`config.mk`:
```
export PLATFORM = sky130hd
export DESIGN_NAME = gray_updown_counter
export DESIGN_NICKNAME = d
export VERILOG_FILES = /design/src/rtl/gray_ctr_pkg.sv /design/src/rtl/btn_conditioner.sv /design/src/rtl/updown_core.sv /design/src/rtl/bin2gray.sv /design/src/rtl/gray_updown_counter.sv
export SDC_FILE = /design/constraint.sdc
export NUM_CORES = 1
export LEC_CHECK = 0
export BUFFER_PORTS_ARGS = -buffer_cell sky130_fd_sc_hd__clkbuf_2
export CAP_MARGIN = 20
export CORE_UTILIZATION = 33
export CTS_CLUSTER_SIZE = 8
export DETAILED_ROUTE_END_ITERATION = 10
export GPL_ROUTABILITY_DRIVEN = 0
export GPL_TIMING_DRIVEN = 0
export SETUP_SLACK_MARGIN = 0.1
export SLEW_MARGIN = 20
export SYNTH_ARGS = -nofsm -noshare
export SYNTH_HDL_FRONTEND = slang
export SYNTH_SLANG_ARGS = --single-unit
```
`constraint.sdc`:
```
create_clock -name clk_i -period 2.5 [get_ports clk_i]
set_input_delay 0.625 -clock clk_i [delete_from_list [all_inputs] [get_ports clk_i]]
set_output_delay 0.625 -clock clk_i [all_outputs]
set_load 0.005 [all_outputs]
```
`src/rtl/gray_ctr_pkg.sv`:
```
package gray_ctr_pkg;

    typedef enum logic [1:0] {
        STEP_HOLD = 2'd0,
        STEP_UP   = 2'd1,
        STEP_DOWN = 2'd2
    } step_e;

    function automatic step_e step_sel(input logic up, input logic down);
        step_e s;
        s = STEP_HOLD;
        if (up && !down) begin
            s = STEP_UP;
        end else if (down && !up) begin
            s = STEP_DOWN;
        end
        return s;
    endfunction

endpackage

```
`src/rtl/btn_conditioner.sv`:
```
module btn_conditioner #(
    parameter int unsigned DEBOUNCE_CYCLES = 16
) (
    input  logic clk_i,
    input  logic rst_i,
    input  logic raw_i,
    output logic press_o
);
    localparam int unsigned CW = (DEBOUNCE_CYCLES > 1) ? $clog2(DEBOUNCE_CYCLES) : 1;
    localparam logic [CW-1:0] LAST = CW'(DEBOUNCE_CYCLES - 1);

    typedef struct packed {
        logic          meta;
        logic          synced;
        logic          level;
        logic [CW-1:0] wait_cnt;
        logic          press;
    } cond_t;

    cond_t st_d, st_q;

    always_comb begin
        st_d        = st_q;
        st_d.meta   = raw_i;
        st_d.synced = st_q.meta;
        st_d.press  = 1'b0;
        if (st_q.synced != st_q.level) begin
            if (st_q.wait_cnt == LAST) begin
                st_d.level    = st_q.synced;
                st_d.wait_cnt = '0;
                st_d.press    = st_q.synced;
            end else begin
                st_d.wait_cnt = st_q.wait_cnt + 1'b1;
            end
        end else begin
            st_d.wait_cnt = '0;
        end
    end

    always_ff @(posedge clk_i or posedge rst_i) begin
        if (rst_i) begin
            st_q <= '0;
        end else begin
            st_q <= st_d;
        end
    end

    assign press_o = st_q.press;

    AST_ACCEPT_AFTER_WAIT: assert property (@(posedge clk_i) disable iff (rst_i)
        (st_q.level != $past(st_q.level)) |-> ($past(st_q.wait_cnt) == LAST));
    AST_PRESS_SINGLE: assert property (@(posedge clk_i) disable iff (rst_i)
        st_q.press |=> !st_q.press);
    AST_PRESS_ON_LEVEL: assert property (@(posedge clk_i) disable iff (rst_i)
        st_q.press |-> (st_q.level && !$past(st_q.level)));

endmodule

```
`src/rtl/updown_core.sv`:
```
module updown_core
    import gray_ctr_pkg::*;
#(
    parameter int unsigned WIDTH = 4
) (
    input  logic             clk_i,
    input  logic             rst_i,
    input  logic             up_i,
    input  logic             down_i,
    output logic [WIDTH-1:0] count_o
);
    localparam logic [WIDTH-1:0] ONE = WIDTH'(1);
    localparam logic [WIDTH-1:0] TOP = '1;

    typedef struct packed {
        logic [WIDTH-1:0] count;
    } core_t;

    core_t st_d, st_q;
    step_e step;

    always_comb begin
        st_d = st_q;
        step = step_sel(up_i, down_i);
        unique case (step)
            STEP_UP:   st_d.count = st_q.count + ONE;
            STEP_DOWN: st_d.count = st_q.count - ONE;
            default:   st_d.count = st_q.count;
        endcase
    end

    always_ff @(posedge clk_i or posedge rst_i) begin
        if (rst_i) begin
            st_q <= '0;
        end else begin
            st_q <= st_d;
        end
    end

    assign count_o = st_q.count;

    AST_STEP_UP: assert property (@(posedge clk_i) disable iff (rst_i)
        (up_i && !down_i) |=> (st_q.count == $past(st_q.count) + ONE));
    AST_STEP_DOWN: assert property (@(posedge clk_i) disable iff (rst_i)
        (down_i && !up_i) |=> (st_q.count == $past(st_q.count) - ONE));
    AST_WRAP_TOP: assert property (@(posedge clk_i) disable iff (rst_i)
        (up_i && !down_i && st_q.count == TOP) |=> (st_q.count == '0));
    AST_BOTH_HOLD: assert property (@(posedge clk_i) disable iff (rst_i)
        (up_i && down_i) |=> $stable(st_q.count));

endmodule

```
`src/rtl/bin2gray.sv`:
```
module bin2gray #(
    parameter int unsigned WIDTH = 4
) (
    input  logic [WIDTH-1:0] bin_i,
    output logic [WIDTH-1:0] gray_o
);
    generate
        for (genvar i = 0; i < WIDTH - 1; i++) begin : g_bit
            assign gray_o[i] = bin_i[i] ^ bin_i[i+1];
        end
    endgenerate
    assign gray_o[WIDTH-1] = bin_i[WIDTH-1];
endmodule

```
`src/rtl/gray_updown_counter.sv`:
```
module gray_updown_counter #(
    parameter int unsigned WIDTH           = 4,
    parameter int unsigned DEBOUNCE_CYCLES = 1250000
) (
    input  logic             clk_i,
    input  logic             rst_i,
    input  logic             btn_up_i,
    input  logic             btn_down_i,
    output logic [WIDTH-1:0] led_o
);
    localparam int unsigned NUM_BTN = 2;

    logic [NUM_BTN-1:0] raw;
    logic [NUM_BTN-1:0] press;
    logic [WIDTH-1:0]   count;
    logic [WIDTH-1:0]   gray;

    assign raw = {btn_down_i, btn_up_i};

    generate
        for (genvar b = 0; b < NUM_BTN; b++) begin : g_btn
            btn_conditioner #(
                .DEBOUNCE_CYCLES(DEBOUNCE_CYCLES)
            ) cond_i (
                .clk_i  (clk_i),
                .rst_i  (rst_i),
                .raw_i  (raw[b]),
                .press_o(press[b])
            );
        end
    endgenerate

    updown_core #(
        .WIDTH(WIDTH)
    ) core_i (
        .clk_i  (clk_i),
        .rst_i  (rst_i),
        .up_i   (press[0]),
        .down_i (press[1]),
        .count_o(count)
    );

    bin2gray #(
        .WIDTH(WIDTH)
    ) conv_i (
        .bin_i (count),
        .gray_o(gray)
    );

    assign led_o = rst_i ? '0 : gray;

    AST_GRAY_ONE_BIT: assert property (@(posedge clk_i) disable iff (rst_i)
        $countones(led_o ^ $past(led_o)) <= 1);

endmodule

```
Word-level counts from Yosys, hierarchy flattened
Index checks and enable logic that the tools add are counted.
{"block": "totals", "regBits": 54, "in_bits": 4, "output_inout_bits": 4, "word_cells": 43}
{"block": "op_classes", "add_sub_neg": 4, "n_eq_ne": 6, "n_mux": 12, "n_bitwise": 3, "reduce_logical": 7}
{"operator": "$mux 21", "n": 4}
{"operator": "$add 21x1->21 const B", "n": 2}
{"operator": "$eq 21x21->1 const B", "n": 2}
{"operator": "$pmux 4 s2", "n": 1}
{"operator": "$add 4x1->4 const B", "n": 1}
{"operator": "$mux 1", "n": 4}
{"operator": "$mux 2", "n": 2}
{"operator": "$mux 4", "n": 1}
{"operator": "$reduce_and 2->1", "n": 2}
{"operator": "$sub 4x1->4 const B", "n": 1}
{"operator": "$xor 1x1->1", "n": 3}
{"operator": "$eq 2x1->1 const B", "n": 1}
{"operator": "$eq 2x2->1 const B", "n": 1}
{"operator": "$logic_and 1x1->1", "n": 2}
{"operator": "$logic_not 1->1", "n": 2}
{"operator": "$ne 1x1->1", "n": 2}
{"operator": "$reduce_bool 2->1", "n": 1}

Logic depth before layout (Yosys ltp)
Gate-level depths: netlist of the first run.
{"block": "depth", "word_depth": 6, "depth_mapped": 7, "depth_no_buf": 7}

Modules after synthesis
A second synthesis of the first run with hierarchy kept.
{"block": "hier_totals", "cells_unflattened": 270, "hier_area_um2": 2715.1}
{"mod": "btn_conditioner", "n_inst": 2, "cells_per_inst": 119, "area_per_inst_um2": 1197.4}
{"mod": "updown_core", "n_inst": 1, "cells_per_inst": 24, "area_per_inst_um2": 261.5}
{"mod": "bin2gray", "n_inst": 1, "cells_per_inst": 4, "area_per_inst_um2": 33.8}
{"mod": "gray_updown_counter", "n_inst": 1, "cells_per_inst": 4, "area_per_inst_um2": 25.0}

Worst setup path after synthesis of the first run
Ideal clock, no wire load.
{"block": "synth_timing", "path_type": "reg-to-reg", "startpoint": "reg g_btn[1].cond_i.st_q[1] in the netlist's numbering", "endpoint": "reg g_btn[1].cond_i.st_q[22] in the netlist's numbering", "setup_ns": 0.125, "arrival_time_ns": 1.719, "t_required_ns": 2.375, "setup_slack_ns": 0.656, "stages_incl_launch_ff": 6, "n_path_buf": 0, "synth_period_minus_slack_ns": 1.844, "path_cell_list": "dfrtp_1 > ha_1 > and3_1 > nand4_1 > or4_4 > mux2_4"}
{"block": "synth_between", "elab_chain_cells": 2}
{"element": "from (decl)", "line": "btn_conditioner.sv:20", "text": "cond_t st_d, st_q;"}
{"element": "from (signal assigned)", "line": "btn_conditioner.sv:44", "text": "st_q <= st_d;"}
{"element": "$eq 21x21->1", "line": "btn_conditioner.sv:28", "text": "if (st_q.wait_cnt == LAST) begin"}
{"element": "$reduce_and 2->1 (no source line)"}
No other way between the ends.
A chain may end at the register's enable or synchronous reset.

Worst setup path in the final report of the first run
Ends and elaborated chain as after synthesis.

==> impl_metrics.yaml, run 1 <==
setup_path:
  start_kind: "flop"
  r2r_end: "g_btn[1].cond_i.st_q[22]"
  critical_path_required_ns: 2.70
  r2r_slack_ns: 0.51
  cp-end-kind: "flop"
  criticalPathCategory: "flop to flop"
  r2r_cells: 5
  crit_arrival_ns: 2.19
  worstPathMaxFanout: 4
  reg2reg_from: "g_btn[1].cond_i.st_q[1]"
clock_tree:
  h-tree-depth: 2
  clk_pin_slew_worst_paths_ns: 0.09
  post-cts-setup-buffers: 0
  root_buffer: "clkbuf_8"
  ctsResizeCount: 0
  cts_buffer_depth: 2
  cts_made_buffers: 5
  clk_latency_ns: 0.30
  tritoncts: "yes"
  cts_sinks: 54
  holdBufCountCts: 0
die:
  die_width_um: 92.5
  die_height_um: 92.5
  initial_core_util: 0.346
  core_region_area_um2: 7810
  dieArea_um2: 8560
  rows: 32
  top_level_ports: 8
synth:
  syn_avg_cell_area_um2: 10.2
  yosysTopAreaCellShare: 0.500
  async_reset_ff_frac: 1.00
  yosysMostFrequentCell: "dfrtp_1"
  ys_ff_latch: 54
  netlist_area_um2: 2700
  synth_warnings: 0
  synthTopCellsByArea: "dfrtp_1, xor2_1, nor2_1, xnor2_1, nand4_1"
  synthTopCellsByCount: "dfrtp_1, nor2_1, xor2_1, nand2_1, nand4_1"
  synth_cell_types: 36
  synthesis.nets: 275
  ys_seq_area_frac: 0.500
  synth_flop_cell: "dfrtp_1"
  synthesis.instances: 265
  synth_edf_count: 0
  yosysTopAreaCell: "dfrtp_1"
timing:
  fmaxAchievable_mhz: 503
  hold_viol: 0
  worstMarginPinSlew_ns: 0.648
  clock_skew_ns: 0.00356
  period_needed_ns: 1.99
  drv_slew: 0
  final.period_utilization: 0.796
  tns_ns: 0
  grt_setup_unrepaired: "false"
  final-setup-viol-count: 0
  relSlewSlack: 0.568
detailed_routing:
  firstDrtPassIters: 6
  wl_met3_um: 82
  highest_layer: "met4"
  via_count: 1862
  drt_iter0_markers: 94
  postRouteAntennaNets: 0
  wl_mm: 4.78
  drcViolationCount: 0
  vias_per_cell: 4.89
  wl_met1_mm: 2.52
  wl_met2_mm: 2.08
  wl_per_cell_um: 12.5
place:
  place_hpwl_mm: 3.34
  io_buffers: 7
min_path:
  holdPathEnd: "g_btn[0].cond_i.st_q[23]"
  hold_depth: 0
  hp-start: "g_btn[0].cond_i.st_d[23]"
  hp-class: "flop to flop"
run:
  maxCapViolations: 0
finish:
  drive_gt1_frac: 0.100
  layout.nets: 289
  syn2layout_area_growth_pct: 8.94
  fillCellCount: 798
  diodes: 0
  final_core_util: 0.377
global_routing:
  grt_pass1_vias: 1806
  antenna_found_initial: 0
  grt_usage: 0.126
  overflow: 0
  grt_start_max_net_pins: 55
  grt_pass1_wl_mm: 8.52
run_status:
  outcome: "complete, no violations"
power:
  p_leak_nw: 1.25
  p_per_area_nw_per_um2: 476
  vdd_drop_max_mv: 0.216
-- sequential cells by signal (all words and copies together), names as in the netlist --
| name | flops |
|---|---|
| g_btn.cond_i.st_d | 2 |
| core_i.count_o | 4 |
| g_btn.cond_i.press_o | 2 |
| g_btn.cond_i.st_q | 46 |
-- cell families after synthesis --
| logic type | count (synthesis) | synth area share |
|---|---|---|
| AO/OA/AOI/OAI | 29 | 0.0606 |
| XOR/XNOR | 34 | 0.110 |
| adder cells (fa/ha/maj) | 6 | 0.0306 |
| buffers and inverters | 16 | 0.0255 |
| flip-flops | 54 | 0.500 |
| multiplexers | 4 | 0.0171 |
| AND/OR/NAND/NOR | 122 | 0.256 |
-- layer usage --
| layer | vias to the layer above | track usage |
|---|---|---|
| met5 | - | 0 |
| met1 | 871 | 0.181 |
| li1 | 971 | - |
| met3 | 6 | 0.0222 |
| met2 | 14 | 0.186 |
| met4 | 0 | 0.0508 |
-- layout make-up --
| type | instances | area, um2 | area share |
|---|---|---|---|
| clock buffer | 7 | 76.3 | 0.0259 |
| sequential | 54 | 1350 | 0.459 |
| tap | 102 | 128 | 0.0433 |
| multi-input combinational | 195 | 1280 | 0.436 |
| inverter | 8 | 32.5 | 0.0110 |
| timing repair buffer | 7 | 35.0 | 0.0119 |
| buffer | 8 | 38.8 | 0.0132 |
-- worst max-delay path by stage --
stage / cells past startpoint / endpoint / startpoint
after floorplan: 1 / core_i.count_o[0] / rst_i
after global placement: 2 / g_btn[1].cond_i.st_q[6] / rst_i
after global routing: 6 / g_btn[1].cond_i.st_q[7] / g_btn[1].cond_i.st_q[1]
final: 5 / g_btn[1].cond_i.st_q[22] / g_btn[1].cond_i.st_q[1]
after detailed placement: 5 / g_btn[1].cond_i.st_q[22] / g_btn[1].cond_i.st_q[1]
after CTS: 5 / g_btn[1].cond_i.st_q[22] / g_btn[1].cond_i.st_q[1]
-- stage by stage --
| stage | instance area (um2) | hold WS, ns | instances | setup WS (ns) | power [mW] |
|---|---|---|---|---|---|
| after floorplan | 2700 | 0.331 | 265 | 0.560 | 0.944 |
| after global placement | 2870 | 0.333 | 374 | -0.214 | 0.961 |
| after detailed placement | 2870 | 0.335 | 374 | 0.514 | 0.962 |
| after CTS | 2940 | 0.356 | 381 | 0.497 | 1.43 |
| after global routing | 2940 | 0.364 | 381 | 0.360 | 1.47 |
| final | 2940 | 0.353 | 381 | 0.511 | 1.40 |
-- worst max-delay path: stages, from the launching register on --
cell and delay [ns]:
dfrtp_1 0.40, ha_1 0.23, and3_1 0.22, nand4_1 0.14
or4_4 0.59, mux2_4 0.31
-- power by group --
| part | total (mW) | leakage [nW] | internal [mW] | switching (mW) |
|---|---|---|---|---|
| combinational | 0.0496 | 0.468 | 0.0137 | 0.0359 |
| clock | 0.459 | 0.0383 | 0.194 | 0.265 |
| sequential | 0.893 | 0.740 | 0.884 | 0.00961 |
| total | 1.40 | 1.25 | 1.09 | 0.310 |
-- cell usage in the layout, fill, tap and decap left out, drive strengths merged --
cell	n
a21o	1
a21oi	13
and2	1
and3	6
and4	8
buf	5
clkbuf	17
dfrtp	54
fa	1
ha	5
inv	8
mux2	2
mux2i	2
nand2	15
nand2b	1
nand3	13
nand4	16
nor2	33
nor2b	1
nor3b	4
nor4	4
nor4b	3
o21ai	11
o31ai	2
o41ai	2
or2	1
or3	10
or4	6
xnor2	13
xor2	21
Note: power is estimated with default switching activity, not from simulation.
==> run 2, diff against run 1 <==
Settings changed: ABC_AREA from default to 1.
Clock period 2.5 ns to 1.7 ns, I/O delays scaled along.
==> impl_metrics.yaml, run 2 <==
run_status:
  outcome: "complete, no violations"
global_routing:
  grt_pass1_vias: 2242
  grt_start_max_net_pins: 33
  overflow: 0
  grt_pass1_wl_mm: 10.6
  grt_usage: 0.140
  antenna_found_initial: 0
setup_path:
  cp-end-kind: "output pin"
  r2r_cells: 7
  critical_path_required_ns: 1.27
  r2r_slack_ns: 0.17
  cp_slowest_cell: "dfrtp_1"
  start_kind: "flop"
  cp_cell_sequence: "inv_2, o21ai_0, a21oi_1, buf_2"
  reg2reg_from: "core_i.count_o[2]"
  worstPathMaxFanout: 3
  r2r_end: "core_i.count_o[3]"
  max_stage_delay_ns: 0.43
  crit_arrival_ns: 1.11
  criticalPathCategory: "flop to output pin"
min_path:
  hp-class: "input port to asynchronous set/reset pin"
die:
  die_width_um: 97.4
  rows: 34
  dieArea_um2: 9490
  core_region_area_um2: 8760
  top_level_ports: 8
  die_height_um: 97.4
  initial_core_util: 0.343
finish:
  fillCellCount: 886
  finalNonFillerCells: 551
  layout_common_cells: "nand2_1, nor2_1, dfrtp_1, inv_1, nand3_1"
  layout.nets: 452
  diodes: 0
  largest_reg_flops: 46
  syn2layout_area_growth_pct: 15.1
  final_area_um2: 3460
  final_common_cell: "nand2_1"
  drive_gt1_frac: 0.122
  largest-register: "g_btn.cond_i.st_q"
clock_tree:
  clk_pin_slew_worst_paths_ns: 0.10
  tritoncts: "yes"
  holdBufCountCts: 0
  cts_made_buffers: 5
  cts_sinks: 54
  cts_buffer_depth: 2
  h-tree-depth: 2
  clk_latency_ns: 0.31
  root_buffer: "clkbuf_8"
timing:
  tns_ns: 0
  period_needed_ns: 1.54
  worstMarginPinSlew_ns: 0.596
  grt_setup_unrepaired: "true"
  clock_skew_ns: 0.00628
  drv_slew: 0
  hold_viol: 0
  fmaxAchievable_mhz: 651
  final-setup-viol-count: 0
  relSlewSlack: 0.601
  final.period_utilization: 0.904
synth:
  synth_edf_count: 0
  synth_compound_area_frac: 0.0350
  synthesis.nets: 428
  synth_warnings: 0
  yosysTopAreaCellShare: 0.450
  yosysTopAreaCell: "dfrtp_1"
  ys_seq_area_frac: 0.450
  syn_avg_cell_area_um2: 7.19
  synth_top_family_by_area: "simple AND/OR/NAND/NOR gates"
  yosysMostFrequentCell: "nor2_1"
  synthAdderAreaFrac: 0.0275
  synthSimpleGateAreaFrac: 0.372
  synth_xor_area_frac: 0.0466
  synth_mux_area_frac: 0
  synth_flop_cell: "dfrtp_1"
  netlist_area_um2: 3000
  synthTopCellsByArea: "dfrtp_1, nor2_1, nand2_1, inv_1, nand3_1"
  synthesis.instances: 418
  ys_ff_latch: 54
  synth_cell_types: 20
  synthTopCellsByCount: "nor2_1, nand2_1, inv_1, dfrtp_1, nand3_1"
  async_reset_ff_frac: 1.00
run:
  maxCapViolations: 0
place:
  place_hpwl_mm: 4.51
  io_buffers: 7
  place_inst: 534
  postPlaceCellArea_um2: 3200
power:
  p_total_mw: 2.29
  p_leak_nw: 1.45
  p_per_area_nw_per_um2: 663
  vdd_drop_max_mv: 0.354
detailed_routing:
  firstDrtPassIters: 4
  drcViolationCount: 0
  wl_mm: 6.30
  postRouteAntennaNets: 0
  drt_iter0_markers: 107
  vias_per_cell: 4.56
  via_count: 2512
  wl_per_cell_um: 11.4
## run 2: cell type report
type	count	area, um2	area share
Clock buffer	5	68.8	0.0199
Multi-Input combinational cell	309	1530	0.441
Inverter	55	210	0.0608
Tap cell	108	135	0.0391
Sequential cell	54	1350	0.391
Timing Repair inverter	1	5.00	0.00145
Clock inverter	3	45.0	0.0130
Timing Repair Buffer	16	115	0.0333
## run 2: metal layers
metal,up-vias,share of wire,track usage
li1,1334,-,-
met1,1138,0.51,0.207
met2,38,0.46,0.206
met3,2,0.026,0.0216
met4,0,0.0067,0.0532
met5,-,0,0
## run 2: logic make-up after synthesis
logic type / Yosys count
AND/OR/NAND/NOR: 267
buffers and inverters: 55
flip-flops: 54
AO/OA/AOI/OAI: 20
XOR/XNOR: 16
adder cells (fa/ha/maj): 6
## run 2: timing repair
action                                 CTS  global route
endpoints found under the hold margin    0             0
gates resized for setup                  5            19
cloned                                   1             0
pin swaps                                0             3
buffers inserted                         2             6
setup endpoints to repair               13            33
## run 2: worst max-delay path by stage
stage                      startpoint  cells past startpoint  endpoint
CTS                 core_i.count_o[0]                      4  led_o[0]
floorplan                       rst_i                      3  led_o[0]
detailed placement              rst_i                      5  led_o[0]
global placement                rst_i                      5  led_o[0]
finish              core_i.count_o[1]                      4  led_o[0]
global route        core_i.count_o[1]                      4  led_o[0]
## run 2: per-stage QoR
| step | utilization | hold slack, ns | worst slack [ns] |
|---|---|---|---|
| final | 0.394 | 0.186 | 0.164 |
| after global routing | 0.394 | 0.204 | 0.0489 |
| after CTS | 0.383 | 0.189 | 0.0758 |
| after detailed placement | 0.365 | 0.335 | -0.223 |
| after global placement | 0.363 | 0.335 | -0.838 |
| after floorplan | - | 0.331 | -0.200 |
## run 2: critical path: cells and delay by family, from the launching register on
kind            cells  cell delay (ns)
buf+inv             2             0.20
compound gates      2             0.17
flops               1             0.43
## run 2: where the power goes
group	total (mW)	internal, mW	switching (mW)	leakage (nW)
logic	0.0903	0.0258	0.0646	0.664
clock network	0.891	0.439	0.452	0.0504
registers	1.31	1.30	0.0110	0.739
total	2.29	1.76	0.527	1.45
==> run 3, diff against run 2 <==
Clock period 1.7 ns to 1.5 ns, I/O delays scaled along.
==> impl_metrics.yaml, run 3 (synthesis results as in run 2) <==
run_status:
  outcome: "complete, no violations"
setup_path:
  criticalPathCategory: "flop to flop"
  worstPathMaxFanout: 4
  path_depth: 8
  crit_arrival_ns: 1.68
  cp-end-kind: "flop"
  start_kind: "flop"
  r2r_cells: 8
  cp_slowest_cell: "dfrtp_1"
  critPathTopFamily: "adder cells"
  max_stage_delay_ns: 0.41
  critical_path_required_ns: 1.70
  cp_cell_sequence: "ha_4, ha_4, a21oi_2, nand2_2, a21oi_2, o21ai_1, nand2_1, nand2_1"
  crit_buf_inv: 0
die:
  top_level_ports: 8
  die_height_um: 97.4
  die_width_um: 97.4
  core_region_area_um2: 8760
  dieArea_um2: 9490
  initial_core_util: 0.343
  rows: 34
power:
  vdd_drop_max_mv: 0.403
  p_leak_nw: 1.56
  p_per_area_nw_per_um2: 684
  p_total_mw: 2.60
clock_tree:
  clk_pin_slew_worst_paths_ns: 0.10
  cts_sinks: 54
  root_buffer: "clkbuf_8"
  tritoncts: "yes"
  cts_made_buffers: 5
  h-tree-depth: 2
  clk_latency_ns: 0.31
  holdBufCountCts: 0
  cts_buffer_depth: 2
global_routing:
  grt_usage: 0.148
  grt_pass1_wl_mm: 11.5
  antenna_found_initial: 0
  overflow: 0
  grt_start_max_net_pins: 34
  grt_pass1_vias: 2539
finish:
  diodes: 0
  layout.nets: 462
  fillCellCount: 856
  drive_gt1_frac: 0.263
  final_core_util: 0.434
  syn2layout_area_growth_pct: 26.6
  largest-register: "g_btn.cond_i.st_q"
  largest_reg_flops: 46
  layout_common_cells: "nand2_1, nor2_1, dfrtp_1, inv_1, nand3_1"
  final_area_um2: 3800
timing:
  fmaxAchievable_mhz: 676
  clock_skew_ns: 0.00478
  drv_slew: 0
  final-setup-viol-count: 0
  final.period_utilization: 0.987
  period_needed_ns: 1.48
  worstMarginPinSlew_ns: 0.530
  finalWorstSetupSlack_ns: 0.0197
  whs_ns: 0.151
  hold_viol: 0
  grt_setup_unrepaired: "true"
  relSlewSlack: 0.644
detailed_routing:
  via_count: 2675
  firstDrtPassIters: 5
  drt_iter0_markers: 116
  vias_per_cell: 4.77
  drcViolationCount: 0
  wl_mm: 6.89
  wl_per_cell_um: 12.3
  postRouteAntennaNets: 0
place:
  postPlaceCellArea_um2: 3230
  dp_worst_setup_slack_ns: -0.312
  place_hpwl_mm: 4.57
  io_buffers: 7
run:
  maxCapViolations: 0
min_path:
  hp-class: "input port to asynchronous set/reset pin"
## run 3: changes by cell type in the layout (fill, tap and decap cells not counted), sizes merged
cell,change
buf,+9
nand2,+1
clkinv,+2
clkinvlp,-2
## run 3: power breakdown
part,switching (mW),internal (mW),total [mW]
Combinational,0.0883,0.0443,0.133
Sequential,0.0204,1.47,1.49
Clock,0.484,0.492,0.977
Total,0.593,2.01,2.60
## run 3: layout make-up
| type | instances | area [um2] | share of cell area |
|---|---|---|---|
| clock buffers | 5 | 68.8 | 0.0181 |
| clock inverters | 3 | 40.0 | 0.0105 |
| inverters | 55 | 210 | 0.0553 |
| multi-input cells | 310 | 1800 | 0.474 |
| flip-flops and latches | 54 | 1360 | 0.357 |
| well taps | 108 | 135 | 0.0355 |
| repair buffers | 25 | 183 | 0.0480 |
| repair inverters | 1 | 5.00 | 0.00132 |
## run 3: timing repair
item | 4_1_cts | 5_1_grt
setup buffers | 8 | 9
gates resized for setup | 38 | 57
pin swaps | 13 | 38
gates cloned | 1 | 1
setup endpoints to repair | 37 | 36
## run 3: routing by layer
layer  routed length, um  up-vias  GRT usage  share of wire
met5                   0        -          0              0
met4                  73        0     0.0464          0.011
met3                 239        8     0.0223          0.035
met2                3340       57      0.250           0.49
met1                3230     1253      0.195           0.47
li1                    -     1357          -              -
## run 3: path summary, 6_finish.rpt
path / slack, ns / from / endpoint
min reg2reg: 0.36 / g_btn[1].cond_i.st_d[23] / g_btn[1].cond_i.st_q[23]
min: 0.15 / rst_i / core_i.count_o[3]
max reg2reg: 0.02 / g_btn[1].cond_i.press_o / core_i.count_o[3]
max in group asynchronous: 0.87 / rst_i / g_btn[1].cond_i.st_q[6]
max: 0.02 / g_btn[1].cond_i.press_o / core_i.count_o[3]
min in group clk_i: 0.17 / btn_down_i / g_btn[1].cond_i.st_d[23]
## run 3: worst register-to-register path: stages, from the launching register on
cell	delay, ns
dfrtp_1	0.41
ha_4	0.19
ha_4	0.23
a21oi_2	0.14
nand2_2	0.08
a21oi_2	0.15
o21ai_1	0.08
nand2_1	0.06
nand2_1	0.05
## run 3: metrics by stage
stage          setup TNS (ns)  cells
2_1_floorplan          -0.300    418
3_3_place_gp            -2.36    533
3_5_place_dp            -2.26    534
4_1_cts                     0    551
5_1_grt                -0.371    561
6_report                    0    561
